## src/rtl/ccu_pkg.sv

```systemverilog
package ccu_pkg;
    localparam logic [1:0] ADDR_CTRL   = 2'd0;
    localparam logic [1:0] ADDR_DUR    = 2'd1;
    localparam logic [1:0] ADDR_RES_LO = 2'd2;
    localparam logic [1:0] ADDR_RES_HI = 2'd3;

    localparam int START_BIT = 0;
    localparam int SEL_BIT   = 1;
    localparam int IE_BIT    = 2;
    localparam int DONE_BIT  = 3;

    localparam int NUM_REFS = 2;

    typedef enum logic {
        REF_A = 1'b0,
        REF_B = 1'b1
    } ref_sel_e;
endpackage

```

## src/rtl/ccu_edge_sync.sv

```systemverilog
module ccu_edge_sync #(
    parameter int STAGES = 2
) (
    input  logic clk,
    input  logic rst_n,
    input  logic async_i,
    output logic rise_o
);
    localparam int LAST = STAGES;

    // sh_q[0..STAGES-1] form the synchroniser, sh_q[STAGES] is the history bit
    logic [LAST:0] sh_d, sh_q;

    always_comb begin
        sh_d = {sh_q[LAST-1:0], async_i};
    end

    always_ff @(posedge clk or negedge rst_n) begin
        if (!rst_n) sh_q <= '0;
        else        sh_q <= sh_d;
    end

    assign rise_o = sh_q[LAST-1] & ~sh_q[LAST];
endmodule

```

## src/rtl/ccu_ref_guard.sv

```systemverilog
module ccu_ref_guard
    import ccu_pkg::*;
#(
    parameter int MIN_EDGES = 3
) (
    input  logic     clk,
    input  logic     rst_n,
    input  ref_sel_e req_sel_i,
    input  logic     edge_a_i,
    input  logic     edge_b_i,
    output logic     tick_o,
    output ref_sel_e act_sel_o
);
    localparam int CW = $clog2(MIN_EDGES + 1);

    typedef struct packed {
        ref_sel_e        act;
        logic [CW-1:0]   seen;
    } guard_t;

    guard_t g_d, g_q;
    logic   tick;

    always_comb begin
        g_d  = g_q;
        tick = (g_q.act == REF_B) ? edge_b_i : edge_a_i;
        if (tick && (g_q.seen < CW'(MIN_EDGES)))
            g_d.seen = g_q.seen + 1'b1;
        if ((req_sel_i != g_q.act) && (g_q.seen == CW'(MIN_EDGES))) begin
            g_d.act  = req_sel_i;
            g_d.seen = '0;
        end
    end

    always_ff @(posedge clk or negedge rst_n) begin
        if (!rst_n) g_q <= '{act: REF_A, seen: '0};
        else        g_q <= g_d;
    end

    assign tick_o    = tick;
    assign act_sel_o = g_q.act;
endmodule

```

## src/rtl/clk_cal_unit.sv

```systemverilog
module clk_cal_unit
    import ccu_pkg::*;
#(
    parameter int          DUR_W       = 16,
    parameter int          CNT_W       = 24,
    parameter logic [15:0] DUR_RST     = 16'h8000,
    parameter int          SYNC_STAGES = 2,
    parameter int          SWITCH_EDGES = 3
) (
    input  logic        clk,
    input  logic        rst_n,
    input  logic        ref_a_i,
    input  logic        ref_b_i,
    input  logic        wr_en,
    input  logic [1:0]  addr,
    input  logic [15:0] wdata,
    output logic [15:0] rdata,
    output logic        irq
);
    localparam int RES_W = 32;

    typedef struct packed {
        logic             run;
        logic             sel;
        logic             ie;
        logic             done;
        logic [DUR_W-1:0] dur;
        logic [DUR_W-1:0] tmr;
        logic [CNT_W-1:0] cnt;
    } state_t;

    state_t st_d, st_q;

    // reference synchronisers, one per slow input
    logic [NUM_REFS-1:0] refs_raw;
    logic [NUM_REFS-1:0] refs_rise;
    assign refs_raw = {ref_b_i, ref_a_i};

    for (genvar gi = 0; gi < NUM_REFS; gi++) begin : g_sync
        ccu_edge_sync #(.STAGES(SYNC_STAGES)) u_sync (
            .clk     (clk),
            .rst_n   (rst_n),
            .async_i (refs_raw[gi]),
            .rise_o  (refs_rise[gi])
        );
    end

    logic     tick;
    ref_sel_e act_sel;

    ccu_ref_guard #(.MIN_EDGES(SWITCH_EDGES)) u_guard (
        .clk       (clk),
        .rst_n     (rst_n),
        .req_sel_i (ref_sel_e'(st_q.sel)),
        .edge_a_i  (refs_rise[0]),
        .edge_b_i  (refs_rise[1]),
        .tick_o    (tick),
        .act_sel_o (act_sel)
    );

    logic ctrl_wr, dur_wr, hw_end;

    always_comb begin
        st_d    = st_q;
        ctrl_wr = wr_en && (addr == ADDR_CTRL);
        dur_wr  = wr_en && (addr == ADDR_DUR) && !st_q.run;
        hw_end  = st_q.run && tick && (st_q.tmr <= DUR_W'(1));

        if (st_q.run) begin
            if (st_q.cnt != '1) st_d.cnt = st_q.cnt + 1'b1;
            if (tick)           st_d.tmr = st_q.tmr - 1'b1;
        end

        if (dur_wr) st_d.dur = wdata[DUR_W-1:0];

        if (ctrl_wr) begin
            st_d.sel = wdata[SEL_BIT];
            st_d.ie  = wdata[IE_BIT];
            if (!wdata[DONE_BIT]) st_d.done = 1'b0;
            if (wdata[START_BIT] && !st_q.run) begin
                st_d.run = 1'b1;
                st_d.tmr = st_q.dur;
                st_d.cnt = '0;
            end else if (!wdata[START_BIT] && st_q.run) begin
                st_d.run = 1'b0;
            end
        end

        // hardware completion overrides any software action in the same cycle
        if (hw_end) begin
            st_d.run  = 1'b0;
            st_d.done = 1'b1;
        end
    end

    always_ff @(posedge clk or negedge rst_n) begin
        if (!rst_n) begin
            st_q      <= '0;
            st_q.dur  <= DUR_RST[DUR_W-1:0];
        end else begin
            st_q <= st_d;
        end
    end

    logic [RES_W-1:0] res_ext;

    always_comb begin
        res_ext            = '0;
        res_ext[CNT_W-1:0] = st_q.cnt;
        rdata              = '0;
        unique case (addr)
            ADDR_CTRL: begin
                rdata[START_BIT] = st_q.run;
                rdata[SEL_BIT]   = st_q.sel;
                rdata[IE_BIT]    = st_q.ie;
                rdata[DONE_BIT]  = st_q.done;
            end
            ADDR_DUR:    rdata[DUR_W-1:0] = st_q.dur;
            ADDR_RES_LO: rdata = res_ext[15:0];
            default:     rdata = res_ext[31:16];
        endcase
    end

    assign irq = st_q.done & st_q.ie;

    // plain views of the state for the bound checker
    logic             run_w, done_w;
    logic [CNT_W-1:0] cnt_w;
    logic [DUR_W-1:0] dur_w;
    assign run_w  = st_q.run;
    assign done_w = st_q.done;
    assign cnt_w  = st_q.cnt;
    assign dur_w  = st_q.dur;
endmodule

```

## config.mk

```make
export PLATFORM = sky130hd
export DESIGN_NAME = clk_cal_unit
export DESIGN_NICKNAME = d
export VERILOG_FILES = /design/src/rtl/ccu_pkg.sv /design/src/rtl/ccu_edge_sync.sv /design/src/rtl/ccu_ref_guard.sv /design/src/rtl/clk_cal_unit.sv
export SDC_FILE = /design/constraint.sdc
export NUM_CORES = 1
export LEC_CHECK = 0
export BUFFER_PORTS_ARGS = -buffer_cell sky130_fd_sc_hd__buf_2
export CAP_MARGIN = 30
export CORE_MARGIN = 1
export CORE_UTILIZATION = 48
export CTS_BUF_LIST = sky130_fd_sc_hd__clkbuf_4 sky130_fd_sc_hd__clkbuf_8
export DETAILED_ROUTE_END_ITERATION = 16
export HOLD_SLACK_MARGIN = 0.08
export PLACE_DENSITY = 0.69
export SYNTH_ARGS = -nofsm -noshare
export SYNTH_HDL_FRONTEND = slang
export SYNTH_SLANG_ARGS = --single-unit
```

## constraint.sdc

```tcl
create_clock -name clk -period 2.5 [get_ports clk]
set_input_delay 0.5 -clock clk [delete_from_list [all_inputs] [get_ports clk]]
set_output_delay 0.5 -clock clk [all_outputs]
set_load 0.02 [all_outputs]
```

==> results of run 1 <==
==> state kept, by name, summed over array words and instances, names as in the netlist <==
signal and count:
cnt_w 24, st_q 18, dur_w 16, g_sync.u_sync.sh_q 6
u_guard.g_q 2, done_w 1, run_w 1, u_guard.act_sel_o 1
==> critical path, cell delays in order <==
cell and delay, ns:
buf_2 0.16, nor2b_1 0.74, a22o_1 0.27, buf_2 0.17
==> synthesized netlist by cell type (4+ instances only) <==
cell type,number
o21ai_0,20
xor2_1,10
a31oi_1,4
nor2_1,18
or4_1,5
or3_1,6
xnor2_1,12
dfrtp_1,68
nor4_1,4
inv_1,6
mux2_2,24
ha_1,4
o211ai_1,5
nand2_1,36
nand3_1,16
a21oi_1,9
clkbuf_1,8
a22o_1,12
nand4_1,10
==> per-layer routing <==
metal | global-route usage (%) | vias up
met5 | 0 | -
met4 | 6.35 | 0
met3 | 6.19 | 5
met2 | 36.8 | 51
met1 | 29.4 | 1378
li1 | - | 1358
==> cell type report <==
class / instances / area (sq um)
Clock buffer: 9 / 124
Inverter: 6 / 22.5
Clock inverter: 7 / 97.6
Tap cell: 99 / 124
Timing Repair Buffer: 51 / 298
Sequential cell: 69 / 1730
Fill cell: 644 / 3120
Multi-Input combinational cell: 251 / 1820
==> cell families after synthesis <==
group	Yosys count	synth area share, %
AOI/OAI and AO/OA	65	12.1
xor gates and xnor gates	22	5.25
adders and majority gates	4	1.36
buffers and inverters	26	3.85
DFF	69	47.0
muxes	30	10.5
and+or+nand+nor	130	19.9
==> power groups by stage <==
stage	registers (mW)	logic (mW)	clock network, mW
floorplan	1.66	0.676	0
global placement	1.76	0.854	0
detailed placement	1.76	0.878	0
CTS	1.75	0.879	1.05
global route	1.80	0.995	1.10
finish	1.75	0.874	1.02
==> path summary, 6_finish.rpt <==
check                                           end  slack (ns)  cells past startpoint
hold / removal                       u_guard.g_q[1]        0.13                      1
max in group asynchronous                  dur_w[8]        1.80                      2
setup / recovery                           rdata[6]        0.16                      4
hold reg to reg            g_sync[1].u_sync.sh_q[1]        0.35                      0
min in group clk           g_sync[1].u_sync.sh_q[0]        0.25                      1
setup reg to reg                           cnt_w[6]        0.45                      6
==> stage by stage <==
step                      area, sq um  instances  setup slack, ns  total power, mW  utilization (%)
after floorplan                  3670        346            0.368             2.33                -
final                            4210        492            0.157             3.64             57.5
after CTS                        4210        492            0.187             3.68             57.5
after global placement           3990        476            0.241             2.61             54.4
after detailed placement         3990        476            0.180             2.64             54.4
after global routing             4210        492           0.0632             3.90             57.5
==> summary.md, run 1 <==
The share of the synthesized area in the top cell type is 46.3%, and the relative area change from synthesis to final layout is 14.7%. The Yosys step of the flow raised 0 warnings. CTS saw 69 sinks.

The number of clock buffers added by TritonCTS is 9. The async set-or-reset flop fraction in the synthesized netlist was 100%. Dominant synthesized flop cell: dfrtp_1. Once detailed placement completed, the half-perimeter wirelength came to 5860 um. The routed design could run at a clock period as short as 2.34 ns. Entering global routing, the biggest net connects 29 pins.

The share of the yosys chip area belonging to registers is 47.0%. The tools report the post-CTS resize count as 0. The share of total power dissipated in combinational logic is 24.0%. The number of distinct library cell variants in the gate-level netlist after synthesis was 60. The effective utilization at floorplan was 50.1%. The congestion estimate from routability-driven global placement came to 0.899.

Setup repair after global routing left no endpoint under its margin. Detailed routing placed a total of 3990 um of wire on met2. In the final design database the tool counted 415 nets.

The maximum root-to-sink buffer count is 2. In this run the remaining antenna-violating nets after routing total 0. The initial antenna violation count was 0.

In the layout the commonest cells are 68 x dfrtp_1, 39 x buf_2, 36 x nand2_1, 24 x mux2_2, 20 x o21ai_0. In this run, synthesis produced a sequential element count of 69. The tree is rooted in a clkbuf_8. After detailed routing, no signal wire sits above met4.

The worst path uses 93.7% of the clock period. The logs give 0 for the final-report setup violation count and 2792 for the via count. The worst setup path is of the input port to primary output kind.

Derived from the worst setup path, the maximum achievable clock frequency is 0.427 GHz. The H-tree generated during clock tree synthesis spans 3 levels. The height of the chip works out to 89.5 um. For the power share of the clock group, the log shows 27.9%.

STA classifies the critical path startpoint as an input port. Peak supply drop: 0.319 mV. dfrtp_1 takes more of the synthesized area than any other cell. STA classifies the critical path endpoint as a primary output. The post-synthesis instance area is 3670 sq um, and the post-synthesis instance total is 346. For the detailed-route DRC error count, the log shows 0. The first-pass GRT wire length is 13100 um, and the power dissipated by switching net loads is 1.22 mW.

The tools report the final count of hold timing violations as 0. The first detailed-routing pass ran for 4 iterations. The tools report the part of the total power dissipated in sequential elements as 48.1%. The clock-pin slew of the registers on the worst-case setup and hold paths works out to 0.08 ns. The post-CTS setup buffer count is 0.

At the worst endpoint, the arrival time is 1.84 ns. Commonest non-fill, non-tap cell in the layout: dfrtp_1. The count of flip-flops with a built-in enable after synthesis was 0. The clock reaches the later pin of the worst-skew pair after 0.35 ns.

The core region is 7330 sq um. For the worst relative slew slack, the log shows 39.9%. 40 I/O pins were placed. The average wire per standard cell works out to 16.1 um.

The logs give 2590 for the number of global-route vias before repair and 265 um for the met3 wirelength from detailed routing. The die outline width works out to 89.5 um. Ranked by total cell area, the synthesized netlist is headed by dfrtp_1 46%, mux2_2 7.4%, nand2_1 3.7%. The total negative slack for setup checks was 0 ns; the total global-route track usage was 22.5%. Row generation in the floorplan step produced 31 rows.

Port buffering added 39 buffers. For this design the static power due to leakage is 1.80 nW. Hold is met by 0.129 ns.

TritonCTS built the clock tree. For the number of pins exceeding their max-slew limit in the final report, the log shows 0. For the met1 wire length, the log shows 3610 um. Wires add up to 7930 um.

The detailed router finished its first iteration with 100 violations. The number of hold buffers added after CTS was 0. At the worst endpoint, the required time is 2.00 ns. The class of the most critical hold timing path was input port to async pin. Launching element of the worst setup path: addr[0]. For this design the ratio of total power to cell area is 865 nW/um^2. Of all nets on the critical path, the largest fanout is 12. The slew at the pin closest to its max-slew limit was 0.900 ns; the synthesized netlist net count was 373. The tools report the startpoint of the worst register-to-register path as cnt_w[0]. On the final layout, the worst clock skew is 0.00769 ns. Net switching is 33.4% of the power. Dividing the detail-routed via count by the number of cells gives 5.67. The run finished with clean final reports. Across the run, the number of max-cap violations was 0. The total overflow left after global routing is 0. The floorplan step defined a die boundary enclosing 8010 sq um.

Cells with a size suffix above 1 make up 29.3% of the layout. The mean instance size in the synthesized netlist was 10.6 sq um; the design internal power was 2.43 mW. The number of antenna diodes in the final layout is 0.
Note: power is estimated with default switching activity, not from simulation.
==> run 2, diff against run 1 <==
Settings changed: PLACE_DENSITY 0.69 to 0.75.
==> run 2 against run 1 <==
Count of clock-buffer cells in the layout is 1 higher; via count up 2.5%; sequential cell count stayed put; total power down 4.5%; register-to-register slack worse by 0.12 ns; clock skew fell by 0.0038 ns; fmax is 0.89% lower; core utilization decreased by 0.90 points; setup slack lost 0.021 ns.
==> summary.md, run 2 (synthesis gave the netlist of run 1 again) <==
The flow ran to the end, and the final reports show no timing, DRC or antenna violations. For the initial antenna violation count, the log shows 0 (unchanged). In the layout the commonest cells are 68 x dfrtp_1, 39 x buf_2, 36 x nand2_1, 24 x mux2_2, 20 x o21ai_0. The detailed-placement wirelength estimate was 5980 um (+2.2%). The worst setup path is of the input port to primary output kind. The final non-filler cell total was 488 (-0.81%); the max-cap check violation count was 0 (unchanged).

The run gives 0 (unchanged) as the residual overflow from global routing. The worst-skew pair later-pin latency is 0.35 ns (about the same). The slew at the pin closest to its max-slew limit works out to 0.910 ns (+0.00991 ns). The number of flip-flops under the largest register name was 24 (unchanged); the routed via count divided by cell count was 5.87 (+3.4%). Longest individual stage delay on the worst path: 0.75 ns (about the same). TritonCTS built the clock tree. The detailed-route DRC error count was 0 (unchanged); the number of pins exceeding their max-slew limit in the final report was 0 (unchanged).

The final-report setup violation count was 0 (unchanged); the die outline width was 89.5 um (unchanged). The clock buffer count from CTS is 9 (unchanged), and the worst clock skew on the final layout is 0.00391 ns (-0.00379 ns). The height of the chip is 89.5 um (unchanged), and the core area is 7330 sq um (unchanged). The largest delay contributor family on the critical path was simple AND/OR/NAND/NOR gates. Worst-path maximum fanout: 12 (unchanged). The number of levels in the clock H-tree is 3 (unchanged). Clock-pin slew of the registers on the worst-case setup and hold paths: 0.08 ns (about the same). The row count was 31 (unchanged); the final antenna diode count was 0 (unchanged).

The logs give 56.6% (-0.90 points) for the final core area utilization and 472 (-0.84%) for the cell count after placement. The total power per unit cell area works out to 839 nW/um^2 (-3.0%). The via count was 2863 (+2.5%); the relative area change from synthesis to final layout was 12.9%.

The maximum root-to-sink buffer count is 2 (unchanged). The tools report the placer congestion estimate as 0.844 (-6.1%). The maximum number of pins on one net before global-route repair was 49 (+69%); the final layout net count was 411 (-0.96%). The iteration count of the initial detailed-routing pass was 4 (unchanged); the part of the cycle the worst path needs was 94.5% (+0.84 points). The class of the most critical hold timing path was input port to async pin. Cell at the root of the clock tree: clkbuf_8. The post-CTS setup buffer count came out at 0 (unchanged).

The logs give 2.00 ns (about the same) for the required time reported for the critical path endpoint and 2713 (+4.7%) for the number of global-route vias before repair. The total global-route track usage was 23.0% (+0.49 points). The cell seen most often among critical-path stages was buf_2. Port buffer count: 39 (unchanged).

Leaving out fill and tap cells, the most frequent cell in the layout is dfrtp_1. The total negative slack for setup checks came out at 0 ns (unchanged). The average wire per standard cell is 17.0 um (+5.5%). The run gives 40 (unchanged) as the number of placed I/O pins. The signal on the critical path passes through buf_2, nor2b_1, a22o_1, buf_2. Leakage power total: 1.76 nW (-2.5%).

The worst relative slew slack came out at 39.2% (-0.66 points). For the number of design-rule violations left by the first detailed-router iteration, the log shows 133 (+33%). The minimum clock period came out at 2.36 ns (+0.0210 ns).

The run gives 0 (unchanged) as the final count of hold timing violations. The run gives 0.114 ns (-0.0145 ns) as the worst hold margin. Setup repair after global routing left no endpoint under its margin. The total power is 3.48 mW (-4.5%). Critical path startpoint category: an input port.

The proportion of layout cells with a drive suffix above 1 is 28.5% (-0.73 points), and the effective utilization at floorplan is 50.1% (unchanged). The count of hold buffers inserted by post-cts repair was 0 (unchanged); the data arrival time of the worst path was 1.86 ns (+0.02 ns). The count of buffering cells on the critical path with inverters included is 2 (unchanged), and the maximum operating frequency is 0.423 GHz (-0.89%). The post-CTS resize count is 0 (unchanged). The tools report the total die area as 8010 sq um (unchanged). The peak supply drop was 0.290 mV (-9.1%). The tools report the type of destination of the critical path as a primary output. For the count of antenna-violating nets left after detailed routing, the log shows 0 (unchanged). Library cell contributing the largest single delay on the critical path: nor2b_1. The run gives 13500 um (+3.3%) as the first-pass GRT wire length. The logs give 8300 um (+4.6%) for the total wirelength of the detailed-routed design and 69 (unchanged) for the number of clock sinks seen by CTS.
-- run 2: cell types whose count changed in the layout (fill, tap and decap cells not counted) --
| cell | change |
|---|---|
| buf_4 | -4 |
| bufinv_16 | -2 |
| clkbuf_8 | +1 |
| clkinv_2 | -1 |
| clkinv_4 | +1 |
| clkinvlp_4 | +2 |
| inv_6 | -1 |
-- run 2: final timing paths --
check                                               from                  endpoint  slack, ns  cells after the start
worst max register to register         u_guard.act_sel_o                    done_w       0.33                      5
worst min register to register  g_sync[0].u_sync.sh_q[0]  g_sync[0].u_sync.sh_q[1]       0.35                      0
worst min-delay path                               rst_n            u_guard.g_q[0]       0.11                      1
max in group asynchronous                          rst_n                 dur_w[15]       1.70                      2
worst max-delay path                             addr[0]                  rdata[5]       0.14                      4
min in group clk                                 ref_b_i  g_sync[1].u_sync.sh_q[0]       0.25                      1
-- run 2: final cells by class --
class	count	area, sq um
Timing Repair Buffer	47	268
Tap cell	99	124
Sequential cell	69	1730
Inverter	6	22.5
Clock inverter	6	47.5
Fill cell	623	3180
Clock buffer	10	138
Multi-Input combinational cell	251	1820
-- run 2: power by group --
| group | switching, mW | leakage, nW | internal (mW) |
|---|---|---|---|
| Combinational | 0.436 | 0.812 | 0.434 |
| Sequential | 0.348 | 0.862 | 1.41 |
| Clock | 0.458 | 0.0811 | 0.391 |
| Total | 1.24 | 1.76 | 2.24 |
-- run 2: metrics by stage --
stage | instance area, sq um | worst slack (ns)
after floorplan | 3670 | 0.368
after global placement | 3960 | 0.211
after detailed placement | 3960 | 0.137
after CTS | 4150 | 0.133
after global routing | 4150 | 0.0451
final | 4150 | 0.136
-- run 2: per-layer routing --
metal  global-route usage, %  routed length (um)  vias to the layer above
met5                       0                   0                        -
met3                    5.36                 337                       21
li1                        -                   -                     1353
met1                    29.5                3600                     1433
met2                    36.8                4070                       56
met4                    10.8                 287                        0
